<file path="config.mk">
export PLATFORM = sky130hd
export DESIGN_NAME = winograd_pair_fir
export DESIGN_NICKNAME = d
export VERILOG_FILES = /design/src/rtl/wpf_pkg.sv /design/src/rtl/wpf_ctrl.sv /design/src/rtl/wpf_datapath.sv /design/src/rtl/winograd_pair_fir.sv
export SDC_FILE = /design/constraint.sdc
export NUM_CORES = 1
export LEC_CHECK = 0
export BUFFER_PORTS_ARGS = -buffer_cell sky130_fd_sc_hd__buf_4
export CORE_MARGIN = 5
export CORE_UTILIZATION = 45
export CTS_CLUSTER_DIAMETER = 200
export DETAILED_ROUTE_END_ITERATION = 6
export SLEW_MARGIN = 20
export SYNTH_ARGS = -nofsm -noshare
export SYNTH_HDL_FRONTEND = slang
export SYNTH_SLANG_ARGS = --single-unit
export TNS_END_PERCENT = 1
</file>
<file path="constraint.sdc">
create_clock -name clk -period 5.17 [get_ports clk]
set_input_delay 0.2585 -clock clk [delete_from_list [all_inputs] [get_ports clk]]
set_output_delay 0.2585 -clock clk [all_outputs]
set_load 0.02 [all_outputs]
</file>
<file path="src/rtl/wpf_pkg.sv">
package wpf_pkg;
  // number of multiplier lanes in the minimal-filtering datapath
  localparam int LANES = 4;
  // register stages from acceptance to result
  localparam int PIPE_DEPTH = 3;

  // strobes from control to datapath
  typedef struct packed {
    logic loadW;  // write transformed taps into the bank
    logic cap1;   // capture input transform and tap snapshot
    logic cap2;   // capture lane products
    logic cap3;   // capture output transform
  } strobe_t;
endpackage

</file>
<file path="src/rtl/wpf_ctrl.sv">
module wpf_ctrl #(
  parameter int STAGES = wpf_pkg::PIPE_DEPTH
) (
  input  logic             clk,
  input  logic             rst,
  input  logic             inValid,
  input  logic             wLoad,
  output logic             inReady,
  output logic             outValid,
  output wpf_pkg::strobe_t stb
);
  logic              readyQ;
  logic [STAGES-1:0] vPipe;
  logic              accept;

  assign accept = inValid & readyQ;

  always_ff @(posedge clk) begin
    if (rst) begin
      readyQ <= 1'b0;
      vPipe  <= '0;
    end else begin
      readyQ <= 1'b1;
      vPipe  <= {vPipe[STAGES-2:0], accept};
    end
  end

  always_comb begin
    stb.loadW = wLoad & ~rst;
    stb.cap1  = accept;
    stb.cap2  = vPipe[0];
    stb.cap3  = vPipe[1];
  end

  assign inReady  = readyQ;
  assign outValid = vPipe[STAGES-1];
endmodule

</file>
<file path="src/rtl/wpf_datapath.sv">
module wpf_datapath #(
  parameter int DATA_W = 8,
  parameter int COEF_W = 8,
  parameter int OUT_W  = DATA_W + COEF_W + 2
) (
  input  logic                     clk,
  input  logic                     rst,
  input  wpf_pkg::strobe_t         stb,
  input  logic signed [COEF_W-1:0] tapA,
  input  logic signed [COEF_W-1:0] tapB,
  input  logic signed [COEF_W-1:0] tapC,
  input  logic signed [DATA_W-1:0] s0,
  input  logic signed [DATA_W-1:0] s1,
  input  logic signed [DATA_W-1:0] s2,
  input  logic signed [DATA_W-1:0] s3,
  output logic signed [OUT_W-1:0]  y0,
  output logic signed [OUT_W-1:0]  y1
);
  localparam int LANES = wpf_pkg::LANES;
  // transformed samples grow one bit
  localparam int T_W = DATA_W + 1;
  // taps carry one fractional bit and the three-tap sum
  localparam int G_W = COEF_W + 2;
  // lane product width; equals OUT_W + 1 (the fractional bit)
  localparam int P_W = T_W + G_W;

  // ---------------- tap transform, at load time only ----------------
  logic signed [G_W-1:0] gA, gB, gC;
  logic signed [G_W-1:0] gNew  [LANES];
  logic signed [G_W-1:0] wBank [LANES];

  assign gA = {{2{tapA[COEF_W-1]}}, tapA};
  assign gB = {{2{tapB[COEF_W-1]}}, tapB};
  assign gC = {{2{tapC[COEF_W-1]}}, tapC};

  // every operand is stored times two so the halves stay integers
  always_comb begin
    gNew[0] = gA <<< 1;
    gNew[1] = gA + gB + gC;
    gNew[2] = gA - gB + gC;
    gNew[3] = gC <<< 1;
  end

  always_ff @(posedge clk) begin
    if (rst) begin
      for (int i = 0; i < LANES; i++) wBank[i] <= '0;
    end else if (stb.loadW) begin
      for (int i = 0; i < LANES; i++) wBank[i] <= gNew[i];
    end
  end

  // ---------------- stage 1: input transform ----------------
  logic signed [T_W-1:0] e0, e1, e2, e3;
  logic signed [T_W-1:0] tNext [LANES];
  logic signed [T_W-1:0] tReg  [LANES];
  logic signed [G_W-1:0] wSnap [LANES];

  assign e0 = {s0[DATA_W-1], s0};
  assign e1 = {s1[DATA_W-1], s1};
  assign e2 = {s2[DATA_W-1], s2};
  assign e3 = {s3[DATA_W-1], s3};

  always_comb begin
    tNext[0] = e0 - e2;
    tNext[1] = e1 + e2;
    tNext[2] = e2 - e1;
    tNext[3] = e1 - e3;
  end

  // the bank is snapshotted with the group so a later load cannot reach it
  always_ff @(posedge clk) begin
    if (stb.cap1) begin
      for (int i = 0; i < LANES; i++) begin
        tReg[i]  <= tNext[i];
        wSnap[i] <= wBank[i];
      end
    end
  end

  // ---------------- stage 2: one multiplier per lane ----------------
  logic signed [P_W-1:0] mVal [LANES];

  for (genvar i = 0; i < LANES; i++) begin : gLane
    logic signed [P_W-1:0] tx, wx, prod;
    assign tx = {{G_W{tReg[i][T_W-1]}}, tReg[i]};
    assign wx = {{T_W{wSnap[i][G_W-1]}}, wSnap[i]};
    always_ff @(posedge clk) begin
      if (stb.cap2) prod <= tx * wx;
    end
    assign mVal[i] = prod;
  end

  // ---------------- stage 3: output transform ----------------
  // partial sums may wrap; the final doubled value always fits P_W
  logic signed [P_W-1:0] y0Sum, y1Sum;
  logic                  unusedLsbs;

  assign y0Sum = mVal[0] + mVal[1] + mVal[2];
  assign y1Sum = mVal[1] - mVal[2] - mVal[3];
  assign unusedLsbs = y0Sum[0] ^ y1Sum[0];

  always_ff @(posedge clk) begin
    if (rst) begin
      y0 <= '0;
      y1 <= '0;
    end else if (stb.cap3) begin
      y0 <= y0Sum[P_W-1:1];
      y1 <= y1Sum[P_W-1:1];
    end
  end
endmodule

</file>
<file path="src/rtl/winograd_pair_fir.sv">
module winograd_pair_fir #(
  parameter  int DATA_W = 8,
  parameter  int COEF_W = 8,
  localparam int OUT_W  = DATA_W + COEF_W + 2
) (
  input  logic                     clk,
  input  logic                     rst,
  input  logic                     wLoad,
  input  logic signed [COEF_W-1:0] wTap0,
  input  logic signed [COEF_W-1:0] wTap1,
  input  logic signed [COEF_W-1:0] wTap2,
  input  logic                     inValid,
  output logic                     inReady,
  input  logic signed [DATA_W-1:0] inSamp0,
  input  logic signed [DATA_W-1:0] inSamp1,
  input  logic signed [DATA_W-1:0] inSamp2,
  input  logic signed [DATA_W-1:0] inSamp3,
  output logic                     outValid,
  output logic signed [OUT_W-1:0]  outY0,
  output logic signed [OUT_W-1:0]  outY1
);
  wpf_pkg::strobe_t stb;

  wpf_ctrl #(.STAGES(wpf_pkg::PIPE_DEPTH)) uCtrl (
    .clk      (clk),
    .rst      (rst),
    .inValid  (inValid),
    .wLoad    (wLoad),
    .inReady  (inReady),
    .outValid (outValid),
    .stb      (stb)
  );

  wpf_datapath #(.DATA_W(DATA_W), .COEF_W(COEF_W), .OUT_W(OUT_W)) uDp (
    .clk  (clk),
    .rst  (rst),
    .stb  (stb),
    .tapA (wTap0),
    .tapB (wTap1),
    .tapC (wTap2),
    .s0   (inSamp0),
    .s1   (inSamp1),
    .s2   (inSamp2),
    .s3   (inSamp3),
    .y0   (outY0),
    .y1   (outY1)
  );
endmodule

</file>
### Word-level counts from Yosys, hierarchy flattened

Memory sizes are Yosys's and may differ from the RTL's.
Cells that the tools add are included.

| storage, ports and cells | value |
|---|---|
| flip-flop bits (word level) | 116 |
| bits in writable memories | 116 |
| bits of input ports | 60 |
| output and inout port bits | 38 |
| word-level logic and storage cells | 46 |
| memories kept | 3 |

Memories:

| memory | depth | bits a word | rd ports | clocked after memory_dff | write ports | line | source |
|---|---|---|---|---|---|---|---|
| uDp.wBank | 4 | 10 | 4 | 0 | 4 | wpf_datapath.sv:30 | `logic signed [G_W-1:0] wBank [LANES];` |
| uDp.wSnap | 4 | 10 | 4 | 0 | 4 | wpf_datapath.sv:56 | `logic signed [G_W-1:0] wSnap [LANES];` |
| uDp.tReg | 4 | 9 | 4 | 0 | 4 | wpf_datapath.sv:55 | `logic signed [T_W-1:0] tReg [LANES];` |

| operators by class | value |
|---|---|
| add/subtract/negate cells | 12 |
| $mul | 4 |
| multiplexer cells | 12 |
| bitwise gates (word level) | 7 |

Operator list:

| cell | count |
|---|---|
| 9-bit by 10-bit multiplier with 19-bit output | 4 |
| 10-bit 2-to-1 mux | 4 |
| 19-bit adder | 2 |
| 19-bit subtractor | 2 |
| 8-bit by 8-bit subtractor with 9-bit output | 4 |
| 9-bit by 8-bit adder with 10-bit output | 2 |
| 8-bit by 8-bit adder with 9-bit output | 2 |
| 1-bit 2-to-1 mux | 8 |
| 1-bit OR | 4 |
| 1-bit bitwise AND | 2 |
| 1-bit NOT | 1 |

### Longest topological paths before layout

Gate-level depths: netlist of run 1.

| depth | value |
|---|---|
| word-level depth | 6 |
| mapped depth | 20 |
| depth with buffers taken out | 19 |

### By module

A second synthesis of run 1 with hierarchy kept.

| second synthesis, totals | value |
|---|---|
| cell total of the unflattened synthesis | 2290 |
| area total of the unflattened synthesis | 23889.2 µm² |

Modules (own cells, without submodules):

| module | instances | cells each | area an instance (µm²) | sequential area each (µm²) |
|---|---|---|---|---|
| wpf_datapath | 1 | 2279 | 23755.3 | 6065.8 |
| wpf_ctrl | 1 | 11 | 133.9 | 80.1 |

### Worst setup path before layout of run 1

Ideal clock, no wire load.

| timing | value |
|---|---|
| path kind | register to register |
| start | memory uDp.tReg[1][0] (netlist bit) |
| end | register uDp.gLane[1].prod[17] (data pin) |
| setup time | 0.135 ns |
| data arrival time | 5.045 ns |
| data required time | 5.035 ns |
| slack | -0.010 ns |
| stages on the path, launching flop included | 21 |
| path buffers | 2 |
| clock period less this slack | 5.180 ns |
| cell sequence | edfxtp_1 -> clkbuf_1 -> clkbuf_1 -> nand2_1 -> fa_1 -> inv_1 -> fa_1 -> ha_1 -> inv_1 -> fa_1 -> inv_1 -> ha_1 -> ha_1 -> fa_1 -> a21o_1 -> a21oi_1 -> o21bai_1 -> a21oi_1 -> o211ai_1 -> or4b_1 -> nand3_1 |

RTL lines:

| what | line | source |
|---|---|---|
| from (decl) | wpf_datapath.sv:55 |  |
| to (signal assigned) | wpf_datapath.sv:88 | `if (stb.cap2) prod <= tx * wx;` |
| to (decl) | wpf_datapath.sv:84 | `logic signed [P_W-1:0] tx, wx, prod;` |

==> results.sh, run 1 <==
export IMPL_endpoint="uDp.gLane[1].prod[17]"
export IMPL_crit_path_start_kind="register"
export IMPL_layout_drive_gt1_share_pct=10.20
export IMPL_clock_sinks=218
export IMPL_final_cell_count_no_fill=3090
export IMPL_drt_iter0_drc=555
export IMPL_htreeDepth=1
export IMPL_ios=98
export IMPL_via_count=15349
export IMPL_r2r_slack_ns=0.21
export IMPL_setup_viol=0
export IMPL_finalWeightedCongestion=0.8804
export IMPL_path_class="reg -> reg"
export IMPL_wl_um=52400
export IMPL_critical_path_max_stage_delay_ns=0.56
export IMPL_slew_limit_headroom_pct=28.20
export IMPL_timing_rr_start="uDp.wSnap[1][4]"
export IMPL_ys_types=68
export IMPL_peakVddDrop_uv=220.3
export IMPL_critPathMostFrequentCell="fa_1"
export IMPL_syn_num_nets=2882
export IMPL_cts_tree="built"
export IMPL_period_share_pct=96.01
export IMPL_grt_pass1_vias=16555
export IMPL_grt_max_degree=72
export IMPL_clk_path_buf_depth=3
export IMPL_power_density_nw_per_um2=396.1
export IMPL_globalRouteTotalUtil_pct=18.86
export IMPL_clk_latency_ns=0.55
export IMPL_die_x_um=239.3
export IMPL_syn_to_final_growth_pct=11.94
export IMPL_ys_ff_latch=218
export IMPL_critPathArrivalTime_ns=5.36
export IMPL_p_leak_uw=0.01252
export IMPL_dpl_cell_count=3032
export IMPL_fp_row_count=84
export IMPL_drv_slew=0
export IMPL_hold_class="in -> reg"
export IMPL_start_util_pct=45.20
export IMPL_min_period_ns=4.964
export IMPL_cp_startpoint="uDp.wSnap[1][4]"
export IMPL_clkSlewWorstSetupHoldPaths_ns=0.06
export IMPL_ys_warnings_count=0
export IMPL_grt_overflow_total=0
export IMPL_cpMaxStageDelayCell="edfxtp_1"
export IMPL_yosysTopAreaCell="fa_1"
export IMPL_io_buffers=97
export IMPL_hold_violations=0
export IMPL_reg2regPathDepth=18
export IMPL_synthCells=2237
export IMPL_dp_hpwl_um=44590
export IMPL_yosys_top_cells_area="fa_1 (29%), edfxtp_1 (23%), ha_1 (13%)"
export IMPL_r2r_end="uDp.gLane[1].prod[17]"
export IMPL_antenna_found_initial=1
export IMPL_clock_skew_ns=0.02207
export IMPL_die_area_um2=57250
export IMPL_avgSynthCellArea_um2=10.57
export IMPL_yosysSeqAreaShare_pct=25.98
export IMPL_coreArea_um2=52340
export IMPL_path_cells="nand2_2 -> fa_1 -> inv_1 -> fa_1 -> ha_1 -> inv_1 -> fa_1 -> inv_1 -> ha_1 -> ha_1 -> fa_1 -> a21o_1 -> a21oi_1 -> o21bai_1 -> a21oi_2 -> o211ai_1 -> or4b_1 -> nand3_1"
export IMPL_final_nets=3030
export IMPL_synthArstFlopShare_pct=0
export IMPL_worst_slew_pin_transition_ns=1.074
export IMPL_grt_setup_unrepaired="true"
export IMPL_grt_pass1_wl_um=87000
export IMPL_cts_root_buffer="clkbuf_16"
export IMPL_wl_per_cell_um=16.96
export IMPL_fmax_ghz=0.2015
export IMPL_synthFlopType="edfxtp_1"
export IMPL_synth_edf_count=178
export IMPL_diodes=0
export IMPL_whs_ns=0.09605
export IMPL_drtPass1Iterations=5
export IMPL_synth_top_area_share_pct=29.11
export IMPL_antenna_left=0
export IMPL_drc=0
export IMPL_worstPathMaxFanout=9
export IMPL_cts_buffers=26
export IMPL_syn_cell_area_um2=23660
export IMPL_cp_end_kind="register"
export IMPL_viasPerCell=4.967
export IMPL_status="finished clean"
export IMPL_crit_required_ns=5.57
export IMPL_die_h_um=239.3
export IMPL_cap_viol_max_count=0
## placed cells by master (no fill, tap or decap), drive strengths merged, types with 3 or more instances in the layout
cell,netlist,layout
mux2,6,6
o21bai,18,18
or3,12,12
nor3b,4,4
ha,241,241
xor2,35,35
a41oi,3,3
nor2,95,95
o31ai,6,6
nand3b,3,3
nor3,19,19
a21boi,5,5
xnor2,95,95
o21a,13,13
clkinv,0,8
a21o,21,21
nand2,184,184
nor2b,49,49
o211ai,7,7
nand3,9,9
fa,344,344
inv,426,427
and3,4,4
nand2b,17,17
mux2i,15,15
edfxtp,178,178
buf,3,163
a21oi,74,74
nor4,3,3
a211oi,16,16
and2,156,156
a31oi,3,3
o21ai,59,59
dfxtp,40,40
a32o,3,3
clkbuf,40,32
or2,5,5
## cells by family after synthesis
logic type	Yosys count	share of synthesized area (%)
adders and majority gates	585	41.86
and+or+nand+nor	566	12.03
buffers and inverters	469	7.442
AOI/OAI and AO/OA	248	6.956
DFF	218	25.98
xor gates and xnor gates	130	4.813
muxes	21	0.9203
## worst min path at each step
stage	start	end	slack, ns	cells after the start
3_5_place_dp	uDp.wBank[0][1]	uDp.wSnap[0][1]	0.40	0
5_1_grt	wTap2[0]	uDp.wBank[0][31]	0.10	3
3_3_place_gp	uDp.wBank[0][28]	uDp.wSnap[2][8]	0.40	0
6_report	wTap2[0]	uDp.wBank[0][31]	0.1	3
4_1_cts	wTap2[0]	uDp.wBank[0][31]	0.06	3
2_1_floorplan	rst	uCtrl.inReady	0.35	1
## cells in the mapped netlist (19+ instances only)
master      n
xor2_1     35
nor3_1     19
nand2_1   184
dfxtp_1    40
fa_1      344
a21o_1     21
a21oi_1    73
inv_1     426
clkbuf_1   40
nor2b_1    49
nor2_1     94
o21ai_0    49
xnor2_1    95
ha_1      241
and2_1    156
edfxtp_1  178
## repair_timing
| item | 4_1_cts | 5_1_grt |
|---|---|---|
| resized for setup | 0 | 14 |
| endpoints found under the setup margin | 0 | 13 |
| endpoints found under the hold margin | 0 | 0 |
| buffers inserted | 0 | 13 |
| hold buffers | 0 | 0 |
## final cells by class
class / instances / area (µm²)
Inverter: 426 / 1599
Tap cell: 688 / 860.8
Fill cell: 4715 / 25860
Multi-Input combinational cell: 1550 / 15810
Sequential cell: 218 / 6148
Clock buffer: 32 / 704.4
Timing Repair Buffer: 163 / 1227
Clock inverter: 13 / 128.9
## per-layer routing
layer / part of all wire, % / vias up / routed length (µm) / track usage (%)
met5: 0 / - / 0 / 0
met4: 3.3 / 0 / 1744 / 5.361
met3: 3.7 / 77 / 1952 / 1.992
met2: 46 / 291 / 23850 / 30.19
met1: 47 / 7568 / 24850 / 27.51
li1: - / 7413 / - / -
## where the power goes
group	internal [µW]	switching [µW]	leakage, µW
combinational	2750	3420	0.0100
sequential	2340	196	0.00207
clock	1060	726	0.000405
## registers in the layout, summed over array words and instances (netlist names)
register and count:
uCtrl.inReady 1, uCtrl.vPipe 3, uDp.gLane.prod 73, uDp.tReg 35
uDp.wBank 35, uDp.wSnap 35, uDp.y0 18, uDp.y1 18
## metrics by stage
step | setup TNS, ns | total power (µW) | area, µm² | util [%] | setup slack (ns)
2_1_floorplan | 0 | 7046 | 23660 | - | 0.08264
3_3_place_gp | 0 | 8536 | 25480 | 48.69 | 0.1685
3_5_place_dp | 0 | 8631 | 25480 | 48.69 | 0.08389
4_1_cts | 0 | 10500 | 26320 | 50.28 | 0.07461
5_1_grt | -0.05225 | 11480 | 26480 | 50.59 | -0.04232
6_report | 0 | 10490 | 26480 | 50.59 | 0.2064
## worst max-delay path: cells and delay by family, from the launching register on
kind / cells / cell delay (ns)
DFF: 1 / 0.56
buffers and inverters: 3 / 0.14
AOI/OAI and AO/OA: 5 / 0.79
and+or+nand+nor: 3 / 0.68
adders and majority gates: 7 / 2.68
No activity file was read; power rests on OpenSTA's default activity.
==> run 2, diff against run 1 <==
--- a/config.mk
+++ b/config.mk
@@ -5,6 +5,7 @@
 export SDC_FILE = /design/constraint.sdc
 export NUM_CORES = 1
 export LEC_CHECK = 0
+export ABC_AREA = 1
 export BUFFER_PORTS_ARGS = -buffer_cell sky130_fd_sc_hd__buf_4
 export CORE_MARGIN = 5
 export CORE_UTILIZATION = 45
==> results.sh, run 2 <==
export IMPL_status="finished clean"
export IMPL_fin_setup_tns_ns=0
export IMPL_largest_reg_flops=73
export IMPL_synth_edf_count=178
export IMPL_path_class="reg -> reg"
export IMPL_syn_cell_area_um2=25010
export IMPL_finalWeightedCongestion=0.9035
export IMPL_grt_max_degree=75
export IMPL_power_frac_comb_pct=59.4
export IMPL_seqPwrFrac_pct=24.1
export IMPL_via_count=17634
export IMPL_synth_common_cells="inv_1 (723), nand2_1 (619), fa_1 (344)"
export IMPL_final_nets=3594
export IMPL_register_area_um2=6151
export IMPL_nFillCells=5308
export IMPL_clock_sinks=218
export IMPL_ys_ff_latch=218
export IMPL_hold_class="in -> reg"
export IMPL_switching_share_pct=44.90
export IMPL_final_common_cell="inv_1"
export IMPL_drc=0
export IMPL_die_h_um=245.8
export IMPL_cts_buffers=25
export IMPL_die_area_um2=60400
export IMPL_worst_slew_pin_transition_ns=0.9117
export IMPL_avgSynthCellArea_um2=8.634
export IMPL_layout_common_cells="inv_1 (722), nand2_1 (619), fa_1 (344)"
export IMPL_wl_per_cell_um=15.55
export IMPL_clock_skew_ns=0.01957
export IMPL_grt_pass1_vias=18482
export IMPL_multiInputGateArea_um2=15800
export IMPL_antenna_found_initial=0
export IMPL_synthArstFlopShare_pct=0
export IMPL_power_density_nw_per_um2=385.8
export IMPL_start_util_pct=45.40
export IMPL_viasPerCell=4.747
export IMPL_syn_num_nets=3542
export IMPL_post_cts_buffers=0
export IMPL_crit_path_start_kind="register"
export IMPL_p_leak_uw=0.01481
export IMPL_globalRouteTotalUtil_pct=19.67
export IMPL_drv_slew=0
export IMPL_yosysSeqAreaShare_pct=24.57
export IMPL_synthFlopType="edfxtp_1"
export IMPL_synth_most_common_cell="inv_1"
export IMPL_hold_violations=0
export IMPL_fmax_ghz=0.2087
export IMPL_drtPass1Iterations=5
export IMPL_htreeDepth=1
export IMPL_crit_required_ns=5.48
export IMPL_top_register="uDp.gLane.prod"
export IMPL_clk_path_buf_depth=3
export IMPL_grt_overflow_total=0
export IMPL_fp_row_count=86
export IMPL_wl_um=57790
export IMPL_layout_drive_gt1_share_pct=5.426
export IMPL_cts_root_buffer="clkbuf_16"
export IMPL_yosys_top_cells_area="fa_1 (28%), edfxtp_1 (21%), ha_1 (12%)"
export IMPL_peakVddDrop_uv=234.3
export IMPL_drt_iter0_drc=933
export IMPL_syn_to_final_growth_pct=9.000
export IMPL_postLayoutCoreUtil_pct=49.48
export IMPL_diodes=0
export IMPL_p_sw_uw=4722
export IMPL_p_int_uw=5795
export IMPL_antenna_left=0
export IMPL_cap_viol_max_count=0
export IMPL_yosysTopAreaCell="fa_1"
export IMPL_ios=98
export IMPL_cp_end_kind="register"
export IMPL_clk_latency_ns=0.55
export IMPL_min_period_ns=4.791
export IMPL_power_frac_clock_pct=16.5
export IMPL_critPathArrivalTime_ns=5.10
export IMPL_dp_hpwl_um=49760
export IMPL_ys_warnings_count=0
export IMPL_synth_top_area_share_pct=27.53
export IMPL_worstPathMaxFanout=8
export IMPL_setup_viol=0
export IMPL_synthCells=2897
export IMPL_ys_types=37
export IMPL_grt_setup_unrepaired="false"
export IMPL_io_buffers=97
export IMPL_grt_pass1_wl_um=96720
export IMPL_slew_limit_headroom_pct=39.22
export IMPL_period_share_pct=92.67
export IMPL_clkSlewWorstSetupHoldPaths_ns=0.06
export IMPL_cts_tree="built"
export IMPL_die_x_um=245.8
export IMPL_coreArea_um2=55090
[run 2: changes by cell type after synthesis, moves of 65 or more]
cell     previous run  this run
nand2_1           184       619
inv_1             426       723
and2_1            156         1
nor2_1             94       208
nand3_1             9        90
xnor2_1            95        30
[run 2: routing by layer]
| metal | track usage [%] | wire [µm] |
|---|---|---|
| met2 | 32.10 | 26120 |
| met4 | 4.824 | 1604 |
| met3 | 2.717 | 2702 |
| met1 | 27.98 | 27350 |
| met5 | 0 | 0 |
[run 2: cell type report]
type                       instances  area share (%)
multi-input combinational       1867           57.95
clock buffer                      35           2.556
inverter                         725           9.982
sequential                       218           22.56
timing repair buffer             112           3.093
tap                              748           3.433
clock inverter                    10          0.4268
[run 2: cell families after synthesis]
| group | after synthesis | synth area share, % |
|---|---|---|
| XOR/XNOR | 104 | 3.642 |
| AND/OR/NAND/NOR | 953 | 15.09 |
| buffers and inverters | 812 | 12.27 |
| flip-flops | 218 | 24.57 |
| AO/OA/AOI/OAI | 225 | 4.837 |
| adder cells (fa/ha/maj) | 585 | 39.59 |
[run 2: stage by stage]
stage / worst slack, ns / hold WS [ns] / instance area (µm²) / power [µW] / instances
floorplan: 0.4520 / 0.4003 / 25010 / 7243 / 2897
global placement: 0.4653 / 0.4041 / 26440 / 8731 / 3669
detailed placement: 0.3867 / 0.4057 / 26440 / 8807 / 3669
CTS: 0.3771 / 0.09173 / 27260 / 10610 / 3715
global route: 0.02862 / 0.1082 / 27260 / 11670 / 3715
finish: 0.3791 / 0.1149 / 27260 / 10520 / 3715
[run 2: final timing paths]
check                                       from               endpoint  slack, ns  cells after the start
worst min register to register  uDp.wBank[0][14]        uDp.wSnap[1][4]       0.42                      0
worst min-delay path                    wTap2[2]       uDp.wBank[0][33]       0.11                      3
worst max-delay path              uDp.tReg[0][0]  uDp.gLane[0].prod[18]       0.38                     16
worst max register to register    uDp.tReg[0][0]  uDp.gLane[0].prod[18]       0.38                     16
[run 2: worst max-delay path, cell delays in order, from the launching register on]
cell and delay [ns]:
edfxtp_1 0.52, nand2_1 0.20, fa_1 0.65, fa_1 0.71, inv_1 0.11, fa_1 0.52, inv_1 0.05, fa_1 0.49
inv_1 0.04, ha_1 0.27, ha_1 0.33, inv_1 0.07, nor3_1 0.23, o21ai_0 0.12, nand3_1 0.10, nand3b_1 0.11
nand2_1 0.05
[run 2: what timing repair did]
action / 4_1_cts / 5_1_grt
hold buffers: 1 / 0
gates resized for setup: 0 / 0
hold endpoints to repair: 1 / 0
setup endpoints to repair: 0 / 0
[run 2: power by group through the flow]
stage                     registers, µW  clock network [µW]  logic (µW)
after floorplan                    2440                   0        4800
after global placement             2570                   0        6160
after detailed placement           2570                   0        6230
after CTS                          2540                1780        6290
after global routing               2550                1860        7260
final                              2530                1740        6250
